### config.mk
export PLATFORM = sky130hd
export DESIGN_NAME = rx_ring_ctrl
export DESIGN_NICKNAME = d
export VERILOG_FILES = /design/src/rtl/rx_ring_pkg.sv /design/src/rtl/rx_ring_fill.sv /design/src/rtl/rx_ring_regs.sv /design/src/rtl/rx_ring_ctrl.sv
export SDC_FILE = /design/constraint.sdc
export NUM_CORES = 1
export LEC_CHECK = 0
export BUFFER_PORTS_ARGS = -buffer_cell sky130_fd_sc_hd__buf_4
export CAP_MARGIN = 10
export CORE_UTILIZATION = 56
export DETAILED_ROUTE_END_ITERATION = 10
export PLACE_DENSITY = 0.82
export SLEW_MARGIN = 20
export SYNTH_ARGS = -nofsm -noshare
export SYNTH_HDL_FRONTEND = slang
export SYNTH_SLANG_ARGS = --single-unit
### constraint.sdc
create_clock -name clk -period 3.7 [get_ports clk]
set_input_delay 0.185 -clock clk [delete_from_list [all_inputs] [get_ports clk]]
set_output_delay 0.185 -clock clk [all_outputs]
set_load 0.05 [all_outputs]
### src/rtl/rx_ring_pkg.sv
package rx_ring_pkg;
    typedef enum logic [1:0] {
        PK_IDLE = 2'd0,
        PK_FILL = 2'd1,
        PK_DROP = 2'd2
    } pk_state_e;

    localparam logic [2:0] OFS_BASE = 3'd0;
    localparam logic [2:0] OFS_END  = 3'd1;
    localparam logic [2:0] OFS_HEAD = 3'd2;
    localparam logic [2:0] OFS_TAIL = 3'd3;
    localparam logic [2:0] OFS_STAT = 3'd4;
    localparam logic [2:0] OFS_ENA  = 3'd5;
    localparam logic [2:0] OFS_DROP = 3'd6;
endpackage

### src/rtl/rx_ring_fill.sv
module rx_ring_fill
    import rx_ring_pkg::*;
#(
    parameter int unsigned ADDR_W    = 32,
    parameter int unsigned DATA_W    = 32,
    parameter int unsigned IDX_W     = 4,
    parameter int unsigned BUF_WORDS = 8
) (
    input  logic              clk,
    input  logic              rst_n,
    input  logic              in_valid,
    input  logic [DATA_W-1:0] in_data,
    input  logic              in_last,
    input  logic [ADDR_W-1:0] base,
    input  logic [IDX_W-1:0]  ring_end,
    input  logic [IDX_W-1:0]  tail,
    output logic [IDX_W-1:0]  head,
    output logic              mem_we,
    output logic [ADDR_W-1:0] mem_addr,
    output logic [DATA_W-1:0] mem_wdata,
    output logic              done_pulse,
    output logic              drop_pulse
);
    localparam int unsigned OFF_W  = $clog2(BUF_WORDS + 1);
    localparam int unsigned BPW    = DATA_W / 8;
    localparam int unsigned STRIDE = BUF_WORDS * BPW;
    localparam logic [OFF_W-1:0] OFF_LIMIT = OFF_W'(BUF_WORDS);

    typedef struct packed {
        pk_state_e         st;
        logic [OFF_W-1:0]  off;
        logic [IDX_W-1:0]  head;
        logic              we;
        logic [ADDR_W-1:0] addr;
        logic [DATA_W-1:0] wdata;
    } fill_t;

    fill_t q, d;
    logic [IDX_W:0]   head_inc;
    logic [IDX_W-1:0] head_nxt;

    function automatic logic [ADDR_W-1:0] slot_addr(
        input logic [ADDR_W-1:0] b,
        input logic [IDX_W-1:0]  h,
        input logic [OFF_W-1:0]  o
    );
        return b + ADDR_W'(h) * ADDR_W'(STRIDE) + ADDR_W'(o) * ADDR_W'(BPW);
    endfunction

    always_comb begin
        d          = q;
        d.we       = 1'b0;
        done_pulse = 1'b0;
        drop_pulse = 1'b0;
        head_inc   = {1'b0, q.head} + (IDX_W+1)'(1);
        head_nxt   = (head_inc >= {1'b0, ring_end}) ? '0 : head_inc[IDX_W-1:0];
        if (in_valid) begin
            unique case (q.st)
                PK_IDLE: begin
                    if (q.head != tail) begin
                        d.we    = 1'b1;
                        d.addr  = slot_addr(base, q.head, '0);
                        d.wdata = in_data;
                        if (in_last) begin
                            done_pulse = 1'b1;
                            d.head     = head_nxt;
                        end else begin
                            d.st  = PK_FILL;
                            d.off = OFF_W'(1);
                        end
                    end else begin
                        drop_pulse = 1'b1;
                        if (!in_last) d.st = PK_DROP;
                    end
                end
                PK_FILL: begin
                    if (q.off < OFF_LIMIT) begin
                        d.we    = 1'b1;
                        d.addr  = slot_addr(base, q.head, q.off);
                        d.wdata = in_data;
                        d.off   = q.off + OFF_W'(1);
                    end
                    if (in_last) begin
                        done_pulse = 1'b1;
                        d.head     = head_nxt;
                        d.st       = PK_IDLE;
                        d.off      = '0;
                    end
                end
                PK_DROP: begin
                    if (in_last) d.st = PK_IDLE;
                end
                default: d.st = PK_IDLE;
            endcase
        end
    end

    always_ff @(posedge clk) begin
        if (!rst_n) begin
            q.st    <= PK_IDLE;
            q.off   <= '0;
            q.head  <= '0;
            q.we    <= 1'b0;
            q.addr  <= '0;
            q.wdata <= '0;
        end else begin
            q <= d;
        end
    end

    assign head      = q.head;
    assign mem_we    = q.we;
    assign mem_addr  = q.addr;
    assign mem_wdata = q.wdata;

    // exhausted ring at packet start means no write
    a_r2_full_no_write: assert property (@(posedge clk) disable iff (!rst_n)
        (in_valid && q.st == PK_IDLE && q.head == tail) |=> !mem_we);
    // a dropped packet stays silent
    a_r10_drop_silent: assert property (@(posedge clk) disable iff (!rst_n)
        (q.st == PK_DROP) |=> !mem_we);
    // offset never passes the buffer size
    a_r4_off_bound: assert property (@(posedge clk) disable iff (!rst_n)
        q.off <= OFF_LIMIT);
    // head only steps by one or wraps to zero
    a_r5_head_step: assert property (@(posedge clk) disable iff (!rst_n)
        !$stable(q.head) |-> (q.head == '0 || q.head == IDX_W'($past(q.head) + 1'b1)));
endmodule

### src/rtl/rx_ring_regs.sv
module rx_ring_regs
    import rx_ring_pkg::*;
#(
    parameter int unsigned ADDR_W = 32,
    parameter int unsigned IDX_W  = 4,
    parameter int unsigned DROP_W = 8
) (
    input  logic              clk,
    input  logic              rst_n,
    input  logic              reg_we,
    input  logic [2:0]        reg_addr,
    input  logic [ADDR_W-1:0] reg_wdata,
    output logic [ADDR_W-1:0] reg_rdata,
    input  logic [IDX_W-1:0]  head,
    input  logic              done_pulse,
    input  logic              drop_pulse,
    output logic [ADDR_W-1:0] base,
    output logic [IDX_W-1:0]  ring_end,
    output logic [IDX_W-1:0]  tail,
    output logic              irq
);
    typedef struct packed {
        logic [ADDR_W-1:0] base;
        logic [IDX_W-1:0]  rend;
        logic [IDX_W-1:0]  tail;
        logic              stat;
        logic              ena;
        logic [DROP_W-1:0] drops;
    } regs_t;

    regs_t q, d;

    always_comb begin
        d = q;
        if (reg_we) begin
            unique case (reg_addr)
                OFS_BASE: d.base = reg_wdata;
                OFS_END:  d.rend = reg_wdata[IDX_W-1:0];
                OFS_TAIL: d.tail = reg_wdata[IDX_W-1:0];
                OFS_STAT: if (reg_wdata[0]) d.stat = 1'b0;
                OFS_ENA:  d.ena  = reg_wdata[0];
                default: ;
            endcase
        end
        if (done_pulse) d.stat = 1'b1;
        if (drop_pulse && q.drops != '1) d.drops = q.drops + DROP_W'(1);
    end

    always_ff @(posedge clk) begin
        if (!rst_n) begin
            q.base  <= '0;
            q.rend  <= '0;
            q.tail  <= '0;
            q.stat  <= 1'b0;
            q.ena   <= 1'b0;
            q.drops <= '0;
        end else begin
            q <= d;
        end
    end

    always_comb begin
        unique case (reg_addr)
            OFS_BASE: reg_rdata = q.base;
            OFS_END:  reg_rdata = ADDR_W'(q.rend);
            OFS_HEAD: reg_rdata = ADDR_W'(head);
            OFS_TAIL: reg_rdata = ADDR_W'(q.tail);
            OFS_STAT: reg_rdata = ADDR_W'(q.stat);
            OFS_ENA:  reg_rdata = ADDR_W'(q.ena);
            OFS_DROP: reg_rdata = ADDR_W'(q.drops);
            default:  reg_rdata = '0;
        endcase
    end

    assign base     = q.base;
    assign ring_end = q.rend;
    assign tail     = q.tail;
    assign irq      = q.stat & q.ena;

    // a completion always leaves the flag set
    a_r7_status_sticky: assert property (@(posedge clk) disable iff (!rst_n)
        done_pulse |=> q.stat);
    // drop count never falls and holds at all ones
    a_r2_drop_monotone: assert property (@(posedge clk) disable iff (!rst_n)
        q.drops >= $past(q.drops));
    a_r2_drop_saturate: assert property (@(posedge clk) disable iff (!rst_n)
        (q.drops == '1) |=> (q.drops == '1));
endmodule

### src/rtl/rx_ring_ctrl.sv
module rx_ring_ctrl
    import rx_ring_pkg::*;
#(
    parameter int unsigned ADDR_W    = 32,
    parameter int unsigned DATA_W    = 32,
    parameter int unsigned IDX_W     = 4,
    parameter int unsigned BUF_WORDS = 8,
    parameter int unsigned DROP_W    = 8
) (
    input  logic              clk,
    input  logic              rst_n,
    input  logic              reg_we,
    input  logic [2:0]        reg_addr,
    input  logic [ADDR_W-1:0] reg_wdata,
    output logic [ADDR_W-1:0] reg_rdata,
    input  logic              in_valid,
    input  logic [DATA_W-1:0] in_data,
    input  logic              in_last,
    output logic              mem_we,
    output logic [ADDR_W-1:0] mem_addr,
    output logic [DATA_W-1:0] mem_wdata,
    output logic              irq
);
    logic [ADDR_W-1:0] base_w;
    logic [IDX_W-1:0]  end_w;
    logic [IDX_W-1:0]  tail_w;
    logic [IDX_W-1:0]  head_w;
    logic              done_w;
    logic              drop_w;

    rx_ring_regs #(
        .ADDR_W(ADDR_W), .IDX_W(IDX_W), .DROP_W(DROP_W)
    ) u_regs (
        .clk(clk), .rst_n(rst_n),
        .reg_we(reg_we), .reg_addr(reg_addr), .reg_wdata(reg_wdata), .reg_rdata(reg_rdata),
        .head(head_w), .done_pulse(done_w), .drop_pulse(drop_w),
        .base(base_w), .ring_end(end_w), .tail(tail_w), .irq(irq)
    );

    rx_ring_fill #(
        .ADDR_W(ADDR_W), .DATA_W(DATA_W), .IDX_W(IDX_W), .BUF_WORDS(BUF_WORDS)
    ) u_fill (
        .clk(clk), .rst_n(rst_n),
        .in_valid(in_valid), .in_data(in_data), .in_last(in_last),
        .base(base_w), .ring_end(end_w), .tail(tail_w), .head(head_w),
        .mem_we(mem_we), .mem_addr(mem_addr), .mem_wdata(mem_wdata),
        .done_pulse(done_w), .drop_pulse(drop_w)
    );

    // interrupt never without a prior completion since reset
    a_r8_irq_needs_done: assert property (@(posedge clk) disable iff (!rst_n)
        $rose(irq) |-> ($past(done_w) || $past(reg_we)));
endmodule

# After elaboration in Yosys (flattened, before gate mapping)
# Cells that the tools add are included.
# classes
bitwise_logic	1
eq_ne	17
addsub	5
n_mux	25
reduce_logical	17
magnitude_cmp	2
# op_table
op	count
one-hot mux 32 bit (7 select lines)	1
one-hot mux 73 bit (2 select lines)	1
2-to-1 mux 73 bit	1
2-to-1 mux 65 bit	1
adder 32 x 6 -> 32 bit	1
adder 32 x 9 -> 32 bit	1
2-to-1 mux 4 bit	3
2-to-1 mux 1 bit	10
2-to-1 mux 10 bit	1
AND reduction 2 bit	5
AND reduction 5 bit	2
== test 3 bit, second input constant	3
adder 8 x 1 -> 8 bit, second input constant	1
2-to-1 mux 2 bit	4
inequality test 2 bit, second input constant	4
inequality test 8 bit, second input constant	1
AND reduction 4 bit	2
nonzero test 2 bit	4
== test 3 x 2 -> 1 bit, second input constant	2
2-to-1 mux 6 bit	1
one-hot mux 2 bit (3 select lines)	1
adder 4 x 1 -> 5 bit, second input constant	1
greater-or-equal comparator 5 x 4 -> 1 bit	1
adder 4 x 1 -> 4 bit, second input constant	1
other kinds (13)	14
# totals
regBits	125
elab_cells	79
out_inout_bits	98
in_bits	72

# Longest topological paths before layout
# Gate-level depths: netlist of run 1.
# depth
depth_word	6
mapped_depth	11
depth_no_buf	10

# Cells and area by module
# From an unflattened synthesis of run 1, not the netlist that was laid out.
# unflattened
hier_cells	1010
hier_area_um2	7918.8
# by_module_without_submodules
module	cells_each	instances	area_per_inst_um2	seq_area_each_um2
rx_ring_fill	681	1	5168.7	1501.4
rx_ring_regs	329	1	2750.1	1001.0

# Worst setup path after synthesis of run 1
# No wires, ideal clock.
# synth_timing
path_kind	flip-flop to flip-flop
start	register, netlist name u_fill.head[0]
end	register u_fill.q, in the netlist u_fill.mem_addr[29]
n_path_buf	1
stages_incl_launch_ff	12
period_less_slack_ns	2.886
setup_time_ns	0.120
t_required_ns	3.580
arrival_ns	2.766
path_slack_ns	0.814
path_cell_list	dfxtp_1 -> ha_1 -> fa_1 -> a211oi_4 -> nor2_4 -> a211oi_2 -> nand4_2 -> nor2_2 -> buf_4 -> nand3_1 -> xor2_1 -> o2bb2ai_1
# synth_via
elab_chain_len	4
elab_cells_between_ends	8
cone_classes	2 x add/sub; 2 x eq/ne; 3 x mux; 1 x reduce/logical
# synth_rtl
item	line_no	source
adder 32 x 9 -> 32 bit	rx_ring_fill.sv:47	return b + ADDR_W'(h) * ADDR_W'(STRIDE) + ADDR_W'(o) * ADDR_W'(BPW);
adder 32 x 6 -> 32 bit	rx_ring_fill.sv:47	
2-to-1 mux 65 bit	rx_ring_fill.sv:77	if (q.off < OFF_LIMIT) begin
one-hot mux 73 bit (2 select lines)	rx_ring_fill.sv:58	unique case (q.st)
end, declared	rx_ring_fill.sv:38	fill_t q, d;
# Several ways; a longest one is shown, not always the timed one. The select of a mux whose other input is x is not followed.
# A chain may end at the register's enable or synchronous reset.

# Worst setup path after layout of run 1
# layout_timing
start	register, netlist name u_fill.head[0]
end	register u_fill.q, in the netlist u_fill.mem_addr[18]
# layout_via
elab_chain_len	4
elab_cells_between_ends	8
cone_classes	2 x add/sub; 2 x eq/ne; 3 x mux; 1 x reduce/logical
# layout_rtl
item	line_no
adder 32 x 9 -> 32 bit	rx_ring_fill.sv:47
adder 32 x 6 -> 32 bit	rx_ring_fill.sv:47
2-to-1 mux 65 bit	rx_ring_fill.sv:77
one-hot mux 73 bit (2 select lines)	rx_ring_fill.sv:58
# Several ways; a longest one is shown, not always the timed one. The select of a mux whose other input is x is not followed.

==> results of run 1 <==
-- per-stage QoR --
step,setup slack (ns),hold slack [ns]
6_report,0.4124,0.01245
5_1_grt,0.1229,0.001153
4_1_cts,0.4823,0.004741
3_5_place_dp,0.5275,0.4547
3_3_place_gp,0.5753,0.4483
2_1_floorplan,0.8143,0.3256
-- how the worst max path moves through the flow --
stage | end | slack, ns | depth (start not counted)
4_1_cts | u_fill.mem_addr[17] | 0.48 | 10
3_5_place_dp | u_fill.mem_addr[24] | 0.53 | 11
5_1_grt | u_fill.mem_addr[17] | 0.12 | 10
2_1_floorplan | u_fill.mem_addr[29] | 0.81 | 11
3_3_place_gp | u_fill.mem_addr[18] | 0.58 | 10
6_report | u_fill.mem_addr[18] | 0.41 | 10
-- flip-flops by register name, indices dropped and copies added, names as in the netlist --
signal            count
u_fill.mem_wdata     32
u_fill.q              6
u_fill.mem_addr      32
u_fill.mem_we         1
u_regs.ring_end       4
u_regs.tail           4
u_fill.head           4
u_regs.base          32
u_regs.q             10
-- layout make-up --
cell class,count,area [um^2],area share (%)
flip-flops and latches,125,2502,26.63
inverters,17,63.81,0.6790
repair buffers,181,1359,14.46
clock inverters,14,158.9,1.691
well taps,180,225.2,2.396
clock buffers,18,429.2,4.567
multi-input cells,719,4659,49.58
-- cells in the final DEF (no fill, tap or decap), types with 19 or more instances in the layout --
master	instances
a21boi_0	71
a21oi_1	41
and2_1	32
buf_4	181
dfxtp_1	125
nand2_1	153
nand3_1	58
nand4_1	19
nor2_1	49
nor2b_1	21
o21ai_0	38
xnor2_1	22
-- power by group through the flow --
| stage | Combinational (mW) | Clock (mW) | Sequential (mW) |
|---|---|---|---|
| global placement | 0.364 | 0 | 1.44 |
| floorplan | 0.262 | 0 | 1.42 |
| detailed placement | 0.366 | 0 | 1.44 |
| CTS | 0.367 | 1.68 | 1.41 |
| global route | 0.396 | 1.74 | 1.42 |
| finish | 0.369 | 1.65 | 1.41 |
-- per-layer routing --
layer / vias up / global-route usage, % / wire [um] / share of wire, %
li1: 3549 / - / - / -
met1: 3347 / 38.15 / 9439 / 47
met2: 294 / 42.15 / 8832 / 44
met3: 31 / 5.290 / 1347 / 6.7
met4: 0 / 9.645 / 362 / 1.8
met5: - / 0 / 0 / 0
-- worst max-delay path: stages, from the launching register on --
cell	delay (ns)
dfxtp_1	0.39
ha_1	0.28
fa_1	0.48
xor2_1	0.35
nand2_1	0.17
nor2_1	0.25
o2111ai_1	0.20
nor2_2	0.46
nand3_1	0.13
or3_1	0.35
a31oi_1	0.16
-- cells by family (layout without fill, tap and decap cells) --
kind of cell / count (synthesis) / count (layout)
buffers and inverters: 153 / 230
adder cells (fa/ha/maj): 17 / 17
AND/OR/NAND/NOR: 410 / 410
XOR/XNOR: 40 / 40
AO/OA/AOI/OAI: 233 / 233
flip-flops: 125 / 125
multiplexers: 19 / 19
==> results.md, run 1 <==
* Status: complete, no violations
* Clk pin slew, worst setup/hold paths at 0.06 ns
* Combinational power share at 10.7%
* Simple-Gate Fraction of Synth Area at 27.06%
* GR Util All Layers at 27.43%
* Yosys cell types at 84
* HP Class: primary input to register
* Nets@finish at 1150
* Clk_skew at 0.01347 ns
* Total global routing overflow at 0
* Antenna diodes at 0
* Post-route DRC at 0
* Flop pwr share at 41.2%
* Total vias in the final route at 7221
* CP Data Required Time at 4.05 ns
* Tmin final at 3.288 ns
* Fillers at 1196
* Internal power at 2.523 mW
* Leakage power at 3.821 nW
* Syn Area/Cell at 8.038 um^2
* Total negative setup slack at 0 ns
* Worst hold endpoint: u_regs.base[28]
* Vias in the first global route at 6351
* Max Clock Freq at 0.3042 GHz
* Setup CP Type: register to register
* Pwr Density at 365.1 nW/um^2
* TritonCTS buffer count at 17
* Ratio of cells with drive above 1 in the final layout at 23.84%
* Register area share after synthesis at 31.23%
* DP HPWL at 14.14 mm
* Initial antenna violation count at 0
* VDD IR max at 0.3249 mV
* Compound-Gate Fraction of Synth Area at 20.89%
* Async S/R FF share, synth at 0%
* Cells on worst reg2reg path at 10
* H-tree depth at 4
* Final worst-path cycle share at 88.85%
* Mapped Cells at 997
* CTS Root Buffer Type: clkbuf_16
* Post-CTS setup repair buffer count at 0
* Cell area after synthesis at 8014 um^2
* Hold-fix buffer count after cts at 0
* Setup crit start: u_fill.head[0]
* Sw Share at 26.47%
* Main combinational cell family by area after synthesis: simple AND/OR/NAND/NOR gates
* Post-Syn Nets at 1086
* Post-CTS sizing at 0
* DR WL/cell at 15.93 um
* Die H at 121.6 um
* Initial DRC count at 454
* CTS tree: yes
* Worst setup EP type: register
* Ports at 170
* Setup violations, final at 0
* Post-synth top area share at 31.23%
* Synth cell count leaders: nand2_1, dfxtp_1, a21boi_0
* Row cnt at 43
* Dominant cell by count in the synthesized netlist: nand2_1
* Initial Util at 57.51%
* Post-synth EDFFs at 0
* XOR/XNOR share of the synthesized area at 4.606%
* Die area at 14790 um^2
* CP max FO at 12
* Register-to-Register Setup Slack at 0.41 ns
* Area contributors post-synth: dfxtp_1, nand2_1, a21boi_0, buf_4, nand3_1
* Number of synthesized register bits at 125
* Max-Cap Viols at 0
* PortBufs at 169
* Switching pwr at 0.9081 mW
* Worst-margin pin slew at 1.061 ns
* Post-synthesis mux area share at 2.545%
* Reg2reg start: u_fill.head[0]
* Worst R2R End: u_fill.mem_addr[18]
* Antenna viol nets, final at 0
* Cell Area, Placed at 8810 um^2
* Hold Path Cell Cnt at 3
* Design Area, Final at 9398 um^2
* Gpl congestion at 0.9464
* RSZ-0062 raised after global routing: false
* Vias/cell at 5.758
* Critical path arrival at 3.64 ns
* Slew margin rel. at 29.08%
* Area Overhead vs Synth at 17.27%
* Clock sinks at 125
* Die X at 121.6 um
* Area share of fa/ha/maj cells after synthesis at 2.842%
* Pwr Total at 3.431 mW
* Hold Crit Start: reg_wdata[28]
* Finished Layout Cells at 1254
* First-pass GRT wire length at 32.09 mm
* Post-Route WL at 19.98 mm
* Synth warn at 0
* TritonRoute pass-1 iters at 4
* Worst-skew pair later-pin latency at 0.43 ns
* Ys flop type: dfxtp_1
* Inst Count DP at 1222
* Max clock buf depth at 2
* Hold Fails Final Rpt at 0
* Critical path launch point type: register
* Top cell type by total area after synthesis: dfxtp_1
* Layout Utilization at 67.44%
* Slew Viols, Final at 0
* Clk pwr share at 48.1%
* Core ar. at 13930 um^2
* Largest net degree at the start of global routing at 92
Note: power is estimated with default switching activity, not from simulation.
==> run 2: changes to the inputs <==
--- a/config.mk
+++ b/config.mk
@@ -7,9 +7,9 @@
 export LEC_CHECK = 0
 export BUFFER_PORTS_ARGS = -buffer_cell sky130_fd_sc_hd__buf_4
 export CAP_MARGIN = 10
-export CORE_UTILIZATION = 56
+export CORE_ASPECT_RATIO = 0.75
+export CORE_UTILIZATION = 35
 export DETAILED_ROUTE_END_ITERATION = 10
-export PLACE_DENSITY = 0.82
 export SLEW_MARGIN = 20
 export SYNTH_ARGS = -nofsm -noshare
 export SYNTH_HDL_FRONTEND = slang
==> run 2 against run 1 <==
Sequential share of layout area fell by 0.66 points. Setup slack improved by 0.043 ns. Combinational power rose by 3%. Global-route usage fell by 7.9 points. Clock power rose by 13%. Utilization fell by 24 points. Via count fell by 2.5%. Power rose by 6.6%. Largest power group unchanged. Final cell count rose by 9.4%. Design area rose by 2.5%. Wire length rose by 14%.
==> results.md, run 2 (same netlist as run 1, synthesis figures left out) <==
* First-pass GRT wire length at 35.94 mm (+12%)
* H-tree depth at 4 (unchanged)
* Total vias in the final route at 7040 (-2.5%)
* Critical path depth in cells at 11 (+1)
* Status: complete, no violations
* Internal power at 2.704 mW (+7.2%)
* Slew Viols, Final at 0 (unchanged)
* Vias in the first global route at 6407 (+0.88%)
* Most common cell after layout, fill and taps aside: buf_4
* Initial antenna violation count at 0 (unchanged)
* Die area at 23510 um^2 (+59%)
* Switching pwr at 0.9527 mW (+4.9%)
* Leakage power at 3.881 nW (+1.6%)
* Pwr Density at 379.5 nW/um^2 (+3.9%)
* Commonest cells after routing, fill and taps aside: buf_4, nand2_1, dfxtp_1
* GR Util All Layers at 19.49% (-7.9 points)
* Clk pwr share at 51.0% (+2.9 points)
* Antenna diodes at 0 (unchanged)
* CTS Root Buffer Type: clkbuf_16
* Max-Cap Viols at 0 (unchanged)
* Fillers at 2212 (+85%)
* Combinational power share at 10.4% (-0.3 points)
* Setup crit start: u_fill.head[0]
* Post-CTS sizing at 0 (unchanged)
* Core ar. at 22290 um^2 (+60%)
* Max Clock Freq at 0.3082 GHz (+1.3%)
* Layout Utilization at 43.24% (-24 points)
* Inst Count DP at 1340 (+9.7%)
* Worst setup EP type: register
* Hold-fix buffer count after cts at 0 (unchanged)
* CP bufs+invs at 1 (+1)
* Setup violations, final at 0 (unchanged)
* Cell family with most CP delay: simple AND/OR/NAND/NOR gates
* Area Overhead vs Synth at 20.25%
* Total global routing overflow at 0 (unchanged)
* Max clock buf depth at 2 (unchanged)
* Vias/cell at 5.131 (-11%)
* Die X at 176.7 um (+45%)
* Post-Route WL at 22.82 mm (+14%)
* Ratio of cells with drive above 1 in the final layout at 24.21% (+0.38 points)
* Initial DRC count at 629 (+39%)
* M1 WL at 12.55 mm (+33%)
* Critical path launch point type: register
* Gpl congestion at 0.8868 (-6.3%)
* Initial Util at 35.96% (-22 points)
* Max layer used: met4
* Antenna viol nets, final at 0 (unchanged)
* Largest net degree at the start of global routing at 89 (-3.3%)
* CP endpoint: u_fill.mem_addr[18]
* Hold Fails Final Rpt at 0 (unchanged)
* Reg2reg start: u_fill.head[0]
* PortBufs at 169 (unchanged)
* Tmin final at 3.245 ns (-0.04307 ns)
* Row cnt at 47 (+9.3%)
* HP Class: primary input to register
* Total negative setup slack at 0 ns (unchanged)
* Slew margin rel. at 36.15% (+7.1 points)
* Final worst-path cycle share at 87.69% (-1.2 points)
* Worst-skew pair later-pin latency at 0.42 ns (about the same)
* Post-route DRC at 0 (unchanged)
* Die H at 133.0 um (+9.4%)
* TritonRoute pass-1 iters at 5 (+1)
* Nets@finish at 1154 (+0.35%)
* CTS tree: yes
* Sw Share at 26.05% (-0.42 points)
* Ports at 170 (unchanged)
* TritonCTS buffer count at 17 (unchanged)
* DR WL met2 at 8.677 mm (-1.8%)
* Critical path arrival at 3.59 ns (-0.05 ns)
* Clock sinks at 125 (unchanged)
* CP Data Required Time at 4.04 ns (about the same)
* VDD IR max at 0.2842 mV (-13%)
* Worst R2R End: u_fill.mem_addr[18]
* Cells on worst reg2reg path at 11 (+1)
* Clk pin slew, worst setup/hold paths at 0.06 ns (about the same)
* Worst-margin pin slew at 0.9578 ns (-0.1034 ns)
* DR WL/cell at 16.63 um (+4.4%)
* Finished Layout Cells at 1372 (+9.4%)
* Setup CP Type: register to register
* Post-CTS setup repair buffer count at 0 (unchanged)
* Max incr delay on CP at 0.50 ns (+0.02 ns)
* Clk_skew at 0.01110 ns (-0.002376 ns)
* RSZ-0062 raised after global routing: false
* Worst path slowest cell: dfxtp_1
* DP HPWL at 16.60 mm (+17%)
* Register-to-Register Setup Slack at 0.46 ns (+0.04 ns)
* Cell Chain, Critical Path: ha_1 -> fa_1 -> a211oi_4 -> buf_4 -> o21a_1 -> nor4_4 -> o2111ai_1 -> nor2_2 -> nand3_1 -> or3_1 -> a31oi_1
* CP max FO at 12 (unchanged)
* Flop pwr share at 38.6% (-2.6 points)
* Pwr Total at 3.657 mW (+6.6%)
* Routed wire length on met3 at 1.514 mm (+12%)
run 2: layout make-up:
type | count | area, um^2 | area share, %
clock buffers | 19 | 452.9 | 4.700
clock inverters | 13 | 201.4 | 2.090
inverters | 17 | 63.81 | 0.6622
multi-input cells | 719 | 4659 | 48.35
flip-flops and latches | 125 | 2502 | 25.97
well taps | 294 | 367.9 | 3.817
repair buffers | 185 | 1389 | 14.41
run 2: power by group through the flow:
| stage | Combinational (mW) | Sequential, mW | Clock [mW] |
|---|---|---|---|
| after global routing | 0.411 | 1.42 | 1.97 |
| after floorplan | 0.262 | 1.42 | 0 |
| after CTS | 0.382 | 1.41 | 1.91 |
| after global placement | 0.380 | 1.44 | 0 |
| after detailed placement | 0.380 | 1.44 | 0 |
| final | 0.380 | 1.41 | 1.86 |
run 2: how the worst min path moves through the flow:
stage	endpoint	depth (start not counted)	startpoint	slack [ns]
5_1_grt	u_regs.base[16]	3	reg_wdata[16]	0.02
4_1_cts	u_regs.base[20]	3	reg_wdata[20]	0.005
6_report	u_regs.base[20]	3	reg_wdata[20]	0.02
2_1_floorplan	u_fill.q[73]	2	in_valid	0.33
3_3_place_gp	u_fill.mem_wdata[1]	2	u_fill.mem_wdata[1]	0.45
3_5_place_dp	u_regs.base[20]	3	reg_wdata[20]	0.46
run 2: worst reg2reg max path: stages (launching register included):
cell and delay [ns]:
dfxtp_1 0.50, ha_1 0.30, fa_1 0.30, a211oi_4 0.10, buf_4 0.18, o21a_1 0.25, nor4_4 0.25, o2111ai_1 0.20
nor2_2 0.43, nand3_1 0.12, or3_1 0.36, a31oi_1 0.17
run 2: routing by layer:
layer  global-route usage, %  vias up
met3                   4.253        5
met5                       0        -
met1                   31.27     3246
met4                   4.502        0
met2                   25.38      229
li1                        -     3560
run 2: per-stage QoR:
| step | hold slack, ns | setup slack, ns | instance area [um^2] |
|---|---|---|---|
| after floorplan | 0.3256 | 0.8143 | 8014 |
| after global placement | 0.4515 | 0.5513 | 8982 |
| after detailed placement | 0.4550 | 0.4945 | 8982 |
| after CTS | 0.005436 | 0.4500 | 9637 |
| after global routing | 0.01645 | 0.2385 | 9637 |
| final | 0.02228 | 0.4554 | 9637 |
